### src/rtl/uart_tx_pkg.sv
package uart_tx_pkg;
  typedef enum logic [1:0] {
    ST_IDLE = 2'd0,
    ST_SEND = 2'd1,
    ST_END  = 2'd2
  } tx_state_e;
endpackage

### src/rtl/uart_tx_sclk.sv
module uart_tx_sclk #(
  parameter int DIV = 16
) (
  input  logic clk_i,
  input  logic rst_ni,
  input  logic tick_i,
  output logic rise_o,
  output logic fall_o
);
  localparam int CW = $clog2(DIV);
  localparam logic [CW-1:0] LAST = CW'(DIV - 1);
  localparam logic [CW-1:0] HALF = CW'(DIV / 2 - 1);

  logic [CW-1:0] cnt_q;

  always_ff @(posedge clk_i or negedge rst_ni) begin
    if (!rst_ni) cnt_q <= '0;
    else if (tick_i) cnt_q <= (cnt_q == LAST) ? '0 : cnt_q + 1'b1;
  end

  // sampling clock high in upper half; phase enables are single-cycle
  assign rise_o = tick_i && (cnt_q == HALF);
  assign fall_o = tick_i && (cnt_q == LAST);
endmodule

### src/rtl/uart_tx_frame.sv
module uart_tx_frame #(
  parameter int DATA_W = 8,
  parameter int FRM_W  = DATA_W + 4,
  parameter int CNT_W  = $clog2(FRM_W + 1)
) (
  input  logic [DATA_W-1:0] data_i,
  input  logic              par_en_i,
  input  logic              par_odd_i,
  input  logic              two_stop_i,
  output logic [FRM_W-1:0]  frame_o,
  output logic [CNT_W-1:0]  len_o
);
  logic par_bit;

  assign par_bit = par_odd_i ? ~^data_i : ^data_i;
  // slots above data default to 1 so omitted parity falls through to stop
  assign frame_o = {2'b11, (par_en_i ? par_bit : 1'b1), data_i, 1'b0};
  assign len_o   = CNT_W'(DATA_W + 2) + CNT_W'(par_en_i) + CNT_W'(two_stop_i);
endmodule

### src/rtl/uart_tx_trig.sv
module uart_tx_trig
  import uart_tx_pkg::*;
#(
  parameter int DATA_W = 8,
  parameter int DIV    = 16
) (
  input  logic              clk_i,
  input  logic              rst_ni,
  input  logic              tx_en_i,
  input  logic              par_en_i,
  input  logic              par_odd_i,
  input  logic              two_stop_i,
  input  logic              data_wr_i,
  input  logic [DATA_W-1:0] data_i,
  input  logic              trig_wr_i,
  input  logic              tick_i,
  output logic              tx_o,
  output logic              busy_o,
  output logic              irq_done_o
);
  localparam int FRM_W = DATA_W + 4;
  localparam int CNT_W = $clog2(FRM_W + 1);

  tx_state_e         state_q;
  logic [DATA_W-1:0] hold_q;
  logic [FRM_W-1:0]  shreg_q;
  logic [CNT_W-1:0]  left_q;
  logic              tx_q;
  logic              irq_q;
  logic              sclk_rise;
  logic              sclk_fall;
  logic [FRM_W-1:0]  frame;
  logic [CNT_W-1:0]  frame_len;

  uart_tx_sclk #(.DIV(DIV)) u_sclk (
    .clk_i  (clk_i),
    .rst_ni (rst_ni),
    .tick_i (tick_i),
    .rise_o (sclk_rise),
    .fall_o (sclk_fall)
  );

  uart_tx_frame #(.DATA_W(DATA_W), .FRM_W(FRM_W), .CNT_W(CNT_W)) u_frame (
    .data_i     (hold_q),
    .par_en_i   (par_en_i),
    .par_odd_i  (par_odd_i),
    .two_stop_i (two_stop_i),
    .frame_o    (frame),
    .len_o      (frame_len)
  );

  always_ff @(posedge clk_i or negedge rst_ni) begin
    if (!rst_ni) hold_q <= '0;
    else if (data_wr_i) hold_q <= data_i;
  end

  always_ff @(posedge clk_i or negedge rst_ni) begin
    if (!rst_ni) begin
      state_q <= ST_IDLE;
      shreg_q <= '1;
      left_q  <= '0;
      tx_q    <= 1'b1;
      irq_q   <= 1'b0;
    end else begin
      irq_q <= 1'b0;
      unique case (state_q)
        ST_IDLE: begin
          if (trig_wr_i && tx_en_i) begin
            shreg_q <= frame;
            left_q  <= frame_len;
            state_q <= ST_SEND;
          end
        end
        ST_SEND: begin
          if (sclk_fall) begin
            tx_q    <= shreg_q[0];
            shreg_q <= {1'b1, shreg_q[FRM_W-1:1]};
            left_q  <= left_q - 1'b1;
            if (left_q == CNT_W'(1)) state_q <= ST_END;
          end
        end
        ST_END: begin
          if (sclk_rise) begin
            irq_q   <= 1'b1;
            state_q <= ST_IDLE;
          end
        end
        default: state_q <= ST_IDLE;
      endcase
    end
  end

  assign tx_o       = tx_q;
  assign busy_o     = (state_q != ST_IDLE);
  assign irq_done_o = irq_q;
endmodule

### config.mk
export PLATFORM = sky130hd
export DESIGN_NAME = uart_tx_trig
export DESIGN_NICKNAME = d
export VERILOG_FILES = /design/src/rtl/uart_tx_pkg.sv /design/src/rtl/uart_tx_sclk.sv /design/src/rtl/uart_tx_frame.sv /design/src/rtl/uart_tx_trig.sv
export SDC_FILE = /design/constraint.sdc
export NUM_CORES = 1
export LEC_CHECK = 0
export BUFFER_PORTS_ARGS = -buffer_cell sky130_fd_sc_hd__buf_2
export CAP_MARGIN = 20
export CORE_MARGIN = 4
export CORE_UTILIZATION = 35
export DETAILED_ROUTE_END_ITERATION = 6
export GPL_TIMING_DRIVEN = 0
export PLACE_DENSITY = 0.63
export SLEW_MARGIN = 10
export SYNTH_ARGS = -nofsm -noshare
export SYNTH_HDL_FRONTEND = slang
export SYNTH_SLANG_ARGS = --single-unit
### constraint.sdc
create_clock -name clk_i -period 2.5 [get_ports clk_i]
set_clock_uncertainty 0.15 [all_clocks]
set_input_delay 0.25 -clock clk_i [delete_from_list [all_inputs] [get_ports clk_i]]
set_output_delay 0.25 -clock clk_i [all_outputs]
set_load 0.005 [all_outputs]
# --- Yosys cells after proc, flatten, opt, wreduce, memory -nomap -nowiden ---
# Cells that the tools add are included.
word_totals:
  register_bits: 32
  input_bits: 17
  out_inout_bits: 3
  elab_cells: 47
op_classes:
  add_sub_neg: 4
  n_eq_ne: 9
  mux: 16
  reduce_logical: 11
ops:
  columns: ["operator", "n"]
  rows:
  - ["2-to-1 mux 12 bit", 2]
  - ["one-hot mux 12 bit (2 select lines)", 1]
  - ["2-to-1 mux 4 bit", 3]
  - ["2-to-1 mux 2 bit", 4]
  - ["!= test 2 bit (second input constant)", 4]
  - ["one-hot mux 4 bit (2 select lines)", 1]
  - ["XNOR reduction 8 bit", 1]
  - ["parity 8 bit", 1]
  - ["one-hot mux 2 bit (3 select lines)", 1]
  - ["adder 4 x 1 -> 4 bit", 1]
  - ["adder 4 x 1 -> 4 bit (first input constant)", 1]
  - ["adder 4 x 1 -> 4 bit (second input constant)", 1]
  - ["== test 4 x 1 -> 1 bit (second input constant)", 1]
  - ["== test 4 x 3 -> 1 bit (second input constant)", 1]
  - ["== test 4 bit (second input constant)", 1]
  - ["2-to-1 mux 1 bit", 4]
  - ["AND reduction 4 bit", 1]
  - ["nonzero test 2 bit", 2]
  - ["subtractor 4 x 1 -> 4 bit (second input constant)", 1]
  - ["logical AND 1 bit", 3]
  - ["AND reduction 3 bit", 1]
  - ["== test 2 x 1 -> 1 bit (second input constant)", 1]
  - ["== test 2 bit (second input constant)", 1]
  - ["logical NOT 2 bit", 1]
  - ["AND reduction 2 bit", 1]

# --- Logic depth before layout (Yosys ltp) ---
# Gate-level depths: netlist (run 1).
logic_depth:
  word_depth: 5
  ltp_mapped: 6
  depth_no_buf: 5

# --- Cells and area by module ---
# Synthesis (run 1) repeated with hierarchy kept, for this count alone.
unflattened:
  hier_cells: 179
  area_unflattened_um2: 1848.0
by_module_without_submodules:
  columns: ["mod", "instances", "cells_each", "area_each_um2", "seq_area_each_um2"]
  rows:
  - ["uart_tx_trig", 1, 134, 1441.4, 716.9]
  - ["uart_tx_frame", 1, 24, 210.2, 0.0]
  - ["uart_tx_sclk", 1, 21, 196.4, 100.1]

# --- Least setup slack after synthesis (run 1) ---
# OpenSTA, ideal clock, no wires.
synth_timing:
  kind: "register to register"
  startpoint: "register u_sclk.cnt_q[0]"
  endpoint: "register left_q[2]"
  setup_time_ns: 0.121
  t_arrival_ns: 1.256
  required_ns: 2.229
  path_slack_ns: 0.974
  stages_incl_launch_ff: 6
  n_path_buf: 0
  synth_period_minus_slack_ns: 1.526
  cell_sequence: "dfrtp_1 -> ha_1 -> nand4_4 -> o21ai_4 -> o21ai_1 -> a22o_1"
synth_between:
  elab_chain_cells: 4
synth_lines:
  columns: ["item", "line_no", "source"]
  rows:
  - ["start, declared", "uart_tx_sclk.sv:14", "logic [CW-1:0] cnt_q;"]
  - ["start signal, assigned", "uart_tx_sclk.sv:18", "else if (tick_i) cnt_q <= (cnt_q == LAST) ? '0 : cnt_q + 1'b1;"]
  - ["== test 4 bit", "uart_tx_sclk.sv:23", "assign fall_o = tick_i && (cnt_q == LAST);"]
  - ["logical AND 1 bit", "uart_tx_sclk.sv:23", null]
  - ["!= test 2 bit (no line)", null, null]
  - ["AND reduction 3 bit (no line)", null, null]
  - ["end signal, assigned", "uart_tx_trig.sv:70", "left_q <= frame_len;"]
  - ["end signal, assigned", "uart_tx_trig.sv:78", "left_q <= left_q - 1'b1;"]
  - ["end, declared", "uart_tx_trig.sv:27", "logic [CNT_W-1:0] left_q;"]
# No other way between the ends.
# A chain may end at the register's enable or synchronous reset.

# --- Final worst setup path (run 1) ---
layout_timing:
  startpoint: "register u_sclk.cnt_q[1]"
  endpoint: "register left_q[2]"
# The elaborated chain is that of the path after synthesis.

==> key figures, run 1 <==
Final layout
  • Area Growth Syn to Fin: 18.3%
  • Layout cells sized above 1: 36.1%
  • FILL cells: 395
  • Diode count: 0
  • Final nets: 186

Synthesis
  • Number of synthesized flops with an enable pin: 0
  • Ys async rst share: 100%
  • Syn Inst Count: 139
  • Post-synthesis sequential area ratio: 50.4%
  • Yosys warns: 0
  • Seq cells post-synth: 30
  • Net count after synthesis: 160
  • Synth Flop Type: dfrtp_1
  • Syn avg cell area: 10.9 um^2
  • Post-synth cell types: 32
  • Syn Std Cell Area: 0.00152 mm^2

Power
  • Power Total: 1850 uW
  • Psw: 601 uW
  • Sequential power share: 44.8%
  • Share of power burned in combinational logic: 31.0%
  • Sw frac: 32.4%
  • Clk pwr share: 24.3%
  • Pwr Density: 1030 mW/mm^2
  • VDD IR max: 0.345 mV
  • Leak: 0.000767 uW
  • Internal power: 1250 uW

Global route
  • Global routing met2 resource utilization: 16.4%
  • Vias in the first global route: 991
  • M1 GR Usage: 14.6%
  • First-pass GRT wire length: 4.55 mm
  • Largest net degree at the start of global routing: 31
  • Met3 track utilization from global routing: 3.83%
  • Initial antenna violation count: 0
  • Busiest grt layer: met2
  • GRT overflow: 0
  • Global Route Usage Sum: 11.4%

CTS
  • H-Tree Depth: 2
  • CTS tree: built
  • Clock slew at reported path FFs: 0.06 ns
  • Clock buffer depth: 2
  • Num CTS Buffers: 5
  • CTS sink count: 30
  • Post-cts resize count: 0
  • Root Driver: clkbuf_8
  • Worst skew pair latency: 0.28 ns

Setup path
  • Max stage delay cell, worst path: dfrtp_1
  • WP data required: 2.52 ns
  • Slowest stage delay, CP: 0.38 ns
  • Critical path startpoint category: flop
  • Crit Path Max Fanout: 7
  • Crit end category: flop
  • CP Cell Sequence: ha_1 > nand4_4 > o21ai_4 > o21ai_1 > a22o_1
  • Worst setup path class: reg -> reg
  • CP Data Arrival Time: 1.73 ns

Placed design
  • Routability cong.: 0.781
  • Pre-CTS setup slack: 0.786 ns
  • Port buffer count: 17
  • Detailed Place HPWL: 2.07 mm

Die
  • Core ar.: 0.00409 mm^2
  • I/O pin cnt: 20
  • # rows: 23
  • Die Ht: 73.8 um
  • Initial core utilization: 37.1%
  • Die X: 73.8 um
  • Die Area: 0.00545 mm^2

Timing
  • Rel. slew slack: 55.3%
  • Final worst-path setup slack: 0.796 ns
  • Achievable clock frequency: 587 MHz
  • Final hold viol count: 0
  • RSZ-0062 raised after global routing: false
  • Period utilization: 68.2%
  • Least-Margin Pin Slew: 0.670 ns
  • Tmin final: 1.70 ns
  • Pins over their slew limit: 0
  • Final setup fails: 0
  • Setup TNS: 0 ns

Drt
  • DRT Wirelength: 2.78 mm
  • Detailed Route Iter0 Violations: 75
  • Via count: 1,070
  • Drt pass-1 iters: 4
  • Final antenna-violating net count: 0
  • DRC viols: 0
  • Via/cell ratio: 4.95
  • WL/cell: 12.9 um

Run
  • Number of max-cap violations: 0

Hold path
  • Hold Crit Class: in -> reg

Run status
  • Run status: finished, final reports clean
==> final cells by class <==
| class | count | area (um^2) | area share [%] |
|---|---|---|---|
| inverter | 4 | 15.0 | 0.837 |
| multi-input combinational | 99 | 701 | 39.1 |
| clock buffer | 8 | 110 | 6.14 |
| sequential | 30 | 764 | 42.6 |
| tap | 50 | 62.6 | 3.49 |
| timing repair buffer | 19 | 105 | 5.86 |
| buffer | 6 | 36.3 | 2.02 |
==> worst max-delay path: cells and delay by family, from the launching register on <==
kind / cells / cell delay (ns)
AOI/OAI and AO/OA: 3 / 0.60
DFF: 1 / 0.38
adders and majority gates: 1 / 0.30
and+or+nand+nor: 1 / 0.16
==> power groups by stage <==
stage	registers [uW]	clock network, uW	logic (uW)
global route	852	492	642
floorplan	807	0	461
finish	830	450	574
detailed placement	839	0	579
CTS	831	468	585
global placement	827	0	556
==> stage by stage <==
stage | hold slack [ns] | std cells | utilization (%) | cell area, um^2
2_1_floorplan | -0.196 | 139 | - | 1520
3_3_place_gp | 0.163 | 206 | 40.7 | 1660
3_5_place_dp | 0.180 | 206 | 40.7 | 1660
4_1_cts | 0.0373 | 216 | 43.9 | 1790
5_1_grt | 0.0346 | 216 | 43.9 | 1790
6_report | 0.0477 | 216 | 43.9 | 1790
==> final timing paths <==
check,from,slack [ns],endpoint,cells past startpoint
min,data_i[4],0.05,hold_q[4],2
min in group asynchronous,rst_ni,0.39,state_q[1],2
max in group asynchronous,rst_ni,1.38,hold_q[6],2
max,u_sclk.cnt_q[1],0.80,left_q[2],5
max reg2reg,u_sclk.cnt_q[1],0.80,left_q[2],5
min reg2reg,shreg_q[0],0.33,shreg_q[0],2
==> registers in the layout (all words and copies together), names as in the netlist <==
| signal | flops |
|---|---|
| u_sclk.cnt_q | 4 |
| hold_q | 8 |
| state_q | 2 |
| shreg_q | 10 |
| left_q | 4 |
| tx_o | 1 |
| irq_done_o | 1 |
==> logic make-up after synthesis <==
logic type               count (synthesis)  share of synthesized area (%)
AND/OR/NAND/NOR                         55                           17.7
multiplexers                            10                           7.43
adder cells (fa/ha/maj)                  4                           3.30
AO/OA/AOI/OAI                           21                           11.7
buffers and inverters                   10                           3.38
flip-flops                              30                           50.4
XOR/XNOR                                 9                           6.11
==> metal layers <==
layer	up-vias	part of all wire, %
li1	532	-
met1	507	45
met2	24	46
met3	7	5.6
met4	0	2.8
met5	-	0
==> cells in the final DEF, fill, tap and decap left out, types with 2 or more instances in the layout <==
| master | Yosys | routed |
|---|---|---|
| nand2b_1 | 2 | 2 |
| xnor2_1 | 8 | 8 |
| a31oi_2 | 7 | 7 |
| ha_1 | 4 | 4 |
| nor3_1 | 3 | 3 |
| nand3_1 | 7 | 7 |
| clkbuf_1 | 2 | 2 |
| dfrtp_1 | 19 | 19 |
| a31oi_1 | 2 | 2 |
| nor2_1 | 11 | 11 |
| o21ai_0 | 7 | 7 |
| clkbuf_8 | 0 | 8 |
| mux2_2 | 10 | 10 |
| nand2_1 | 24 | 24 |
| inv_1 | 4 | 4 |
| dfstp_2 | 11 | 11 |
| dlygate4sd3_1 | 0 | 2 |
| buf_2 | 2 | 19 |
==> synthesized netlist by cell type, types with 2 or more instances <==
master | instances | area (um^2)
nand2b_1 | 2 | 12.5
nand3_1 | 7 | 35.0
dfrtp_1 | 19 | 475
xnor2_1 | 8 | 70.1
a31oi_2 | 7 | 87.6
ha_1 | 4 | 50.1
nor3_1 | 3 | 15.0
dfstp_2 | 11 | 289
inv_1 | 4 | 15.0
clkbuf_1 | 2 | 7.51
buf_2 | 2 | 10.0
nand2_1 | 24 | 90.1
mux2_2 | 10 | 113
nor2_1 | 11 | 41.3
o21ai_0 | 7 | 35.0
a31oi_1 | 2 | 12.5
==> repair_timing <==
item,in CTS,in global routing
setup buffers,0,0
endpoints found under the hold margin,20,0
hold buffers,2,0
endpoints found under the setup margin,0,0
Power figures use the tool's default switching activity.
==> run 2: changes to the inputs <==
ABC_AREA = 1   (was not set)
clock period = 1.8 ns   (was 2.5 ns; I/O delays follow)
==> run 2 against run 1 <==
Compared with the run above: worst hold slack worse by 0.043 ns; register-to-register slack got worse by 0.56 ns; synthesized cell count increased by 29%; wire length is 7.1% higher; clock-buffer cell count fell by 1; critical path type unchanged; highest routed layer unchanged.
==> key figures, run 2 <==
Hold path
  • Hold Crit Class: in -> reg
  • Worst Hold Depth: 2

Synthesis
  • Synth top cells by count: nand2_1, inv_1, dfrtp_1, o21ai_0, dfstp_2
  • Synth top area cells: dfrtp_1, dfstp_2, nand2_1, inv_1, o21ai_0
  • Yosys warns: 0
  • Ys async rst share: 100%
  • Syn Std Cell Area: 0.00161 mm^2
  • Synth Flop Type: dfrtp_1
  • Area fraction of the dominant cell type after synthesis: 29.6%
  • Net count after synthesis: 201
  • Syn avg cell area: 8.93 um^2
  • Count leader, synth: nand2_1
  • Seq cells post-synth: 30
  • Post-synth top area cell: dfrtp_1
  • Post-synthesis sequential area ratio: 47.5%
  • Syn Inst Count: 180
  • Number of synthesized flops with an enable pin: 0
  • Post-synth cell types: 32

Final layout
  • Top reg by flops: shreg_q
  • Layout cells sized above 1: 28.7%
  • Top Registers: shreg_q: 10 flops, hold_q: 8 flops
  • Area of the multi-input gates: 699 um^2
  • Most frequent cells in the layout: nand2_1, inv_1, dfrtp_1, buf_2, o21ai_0
  • Final nets: 236
  • Commonest non-fill, non-tap cell in the layout: nand2_1
  • Register Area: 764 um^2
  • Diode count: 0
  • Area Growth Syn to Fin: 21.2%
  • Max reg flops: 10
  • FILL cells: 434

Run
  • Number of max-cap violations: 0

CTS
  • CTS sink count: 30
  • CTS tree: built
  • Clock buffer depth: 2
  • Root Driver: clkbuf_8
  • Post-cts resize count: 0
  • Clock slew at reported path FFs: 0.06 ns
  • H-Tree Depth: 2
  • Postcts setup bufs: 0
  • Num CTS Buffers: 5
  • Worst skew pair latency: 0.28 ns

Setup path
  • Critical path startpoint category: flop
  • CP bufs+invs: 1
  • CP Data Arrival Time: 1.57 ns
  • Worst setup path class: reg -> reg
  • Crit Path Max Fanout: 10
  • WP data required: 1.81 ns
  • Crit end category: flop
  • CP Cell Sequence: ha_1 > nand3_2 > nor2_4 > nand2_4 > nand2_4 > buf_12 > a22oi_1
  • Max stage delay cell, worst path: dfrtp_1
  • Most used cell, CP: nand2_4
  • Worst path depth: 7
  • Cell family with most CP delay: simple AND/OR/NAND/NOR gates
  • Worst reg2reg path depth: 7
  • Slowest stage delay, CP: 0.38 ns

Timing
  • Period utilization: 86.8%
  • Pins over their slew limit: 0
  • Final hold viol count: 0
  • Rel. slew slack: 55.2%
  • RSZ-0062 raised after global routing: false
  • Final setup fails: 0
  • Tmin final: 1.56 ns
  • Achievable clock frequency: 640 MHz
  • Fin Hold WS: 0.00441 ns
  • Setup TNS: 0 ns
  • Least-Margin Pin Slew: 0.672 ns

Global route
  • Largest net degree at the start of global routing: 31
  • GRT overflow: 0
  • Initial antenna violation count: 0
  • Global Route Usage Sum: 12.4%
  • First-pass GRT wire length: 5.30 mm
  • Vias in the first global route: 1,197

Drt
  • Detailed Route Iter0 Violations: 46
  • DRT Wirelength: 2.98 mm
  • DRC viols: 0
  • Drt pass-1 iters: 4
  • Final antenna-violating net count: 0
  • Via count: 1,237
  • WL/cell: 11.1 um
  • Via/cell ratio: 4.62

Die
  • I/O pin cnt: 20
  • Core ar.: 0.00441 mm^2
  • Die Area: 0.00574 mm^2
  • Die X: 75.8 um
  • Die Ht: 75.8 um
  • # rows: 24
  • Initial core utilization: 36.4%

Power
  • Power Total: 2590 uW
  • VDD IR max: 0.514 mV
  • Pwr Density: 1330 mW/mm^2
  • Leak: 0.000946 uW

Placed design
  • Port buffer count: 19
  • Routability cong.: 0.746
  • Detailed Place HPWL: 2.10 mm

Run status
  • Run status: finished, final reports clean
-- run 2: cell count changes in the layout (fill, tap and decap cells not counted), sizes merged, moves of 5 or more --
cell / before / now
nand2: 24 / 50
inv: 4 / 27
o21ai: 9 / 22
a31oi: 9 / 1
dlygate4sd3: 2 / 9
mux2: 10 / 3
o211ai: 1 / 6
xnor2: 8 / 3
-- run 2: area by class of cell --
| cell class | instances | area share [%] |
|---|---|---|
| plain buffers | 4 | 2.18 |
| repair buffers | 28 | 9.50 |
| flip-flops and latches | 30 | 39.2 |
| clock inverters | 1 | 0.257 |
| inverters | 27 | 5.20 |
| well taps | 52 | 3.34 |
| clock buffers | 7 | 4.43 |
| multi-input cells | 119 | 35.9 |
-- run 2: per-stage QoR --
| stage | instance area, um^2 | std cells | setup WS, ns | util, % |
|---|---|---|---|---|
| 2_1_floorplan | 1610 | 180 | 0.372 | - |
| 3_3_place_gp | 1770 | 251 | 0.251 | 40.1 |
| 3_5_place_dp | 1770 | 251 | 0.238 | 40.1 |
| 4_1_cts | 1950 | 268 | 0.218 | 44.2 |
| 5_1_grt | 1950 | 268 | 0.120 | 44.2 |
| 6_report | 1950 | 268 | 0.238 | 44.2 |
-- run 2: cell families (layout without fill, tap and decap cells) --
kind of cell | Yosys count | in the layout | share of synthesized area [%]
DFF | 30 | 30 | 47.5
AOI/OAI and AO/OA | 33 | 33 | 14.7
xor gates and xnor gates | 4 | 4 | 2.18
adders and majority gates | 4 | 4 | 3.11
muxes | 3 | 3 | 2.10
buffers and inverters | 31 | 67 | 8.95
and+or+nand+nor | 75 | 75 | 21.4
-- run 2: worst register-to-register path: stages, from the launching register on --
cell	delay (ns)
dfrtp_1	0.38
ha_1	0.21
nand3_2	0.11
nor2_4	0.14
nand2_4	0.09
nand2_4	0.12
buf_12	0.15
a22oi_1	0.09
-- run 2: repair_timing --
action	in CTS	in global routing
hold buffers	9	0
setup endpoints to repair	0	0
endpoints found under the hold margin	27	0
-- run 2: routing by layer --
layer / wire length [um] / part of all wire (%) / global-route usage, %
met1: 1480 / 50 / 16.0
met2: 1280 / 43 / 18.7
met3: 186 / 6.2 / 5.41
met4: 36 / 1.2 / 3.50
met5: 0 / 0 / 0
-- run 2: path summary, 6_finish.rpt --
check / start / end / slack (ns)
worst min register to register: shreg_q[8] / shreg_q[8] / 0.34
worst min-delay path: data_wr_i / hold_q[5] / 0.004
min in group asynchronous: rst_ni / u_sclk.cnt_q[3] / 0.33
max in group asynchronous: rst_ni / hold_q[6] / 0.74
worst max register to register: u_sclk.cnt_q[0] / left_q[2] / 0.24
worst max-delay path: u_sclk.cnt_q[0] / left_q[2] / 0.24
-- run 2: power by group --
group          switching (uW)  internal, uW  leakage [uW]
clock network             257           308     0.0000482
logic                     530           369      0.000555
registers                 140           983      0.000343
total                     928          1660      0.000946
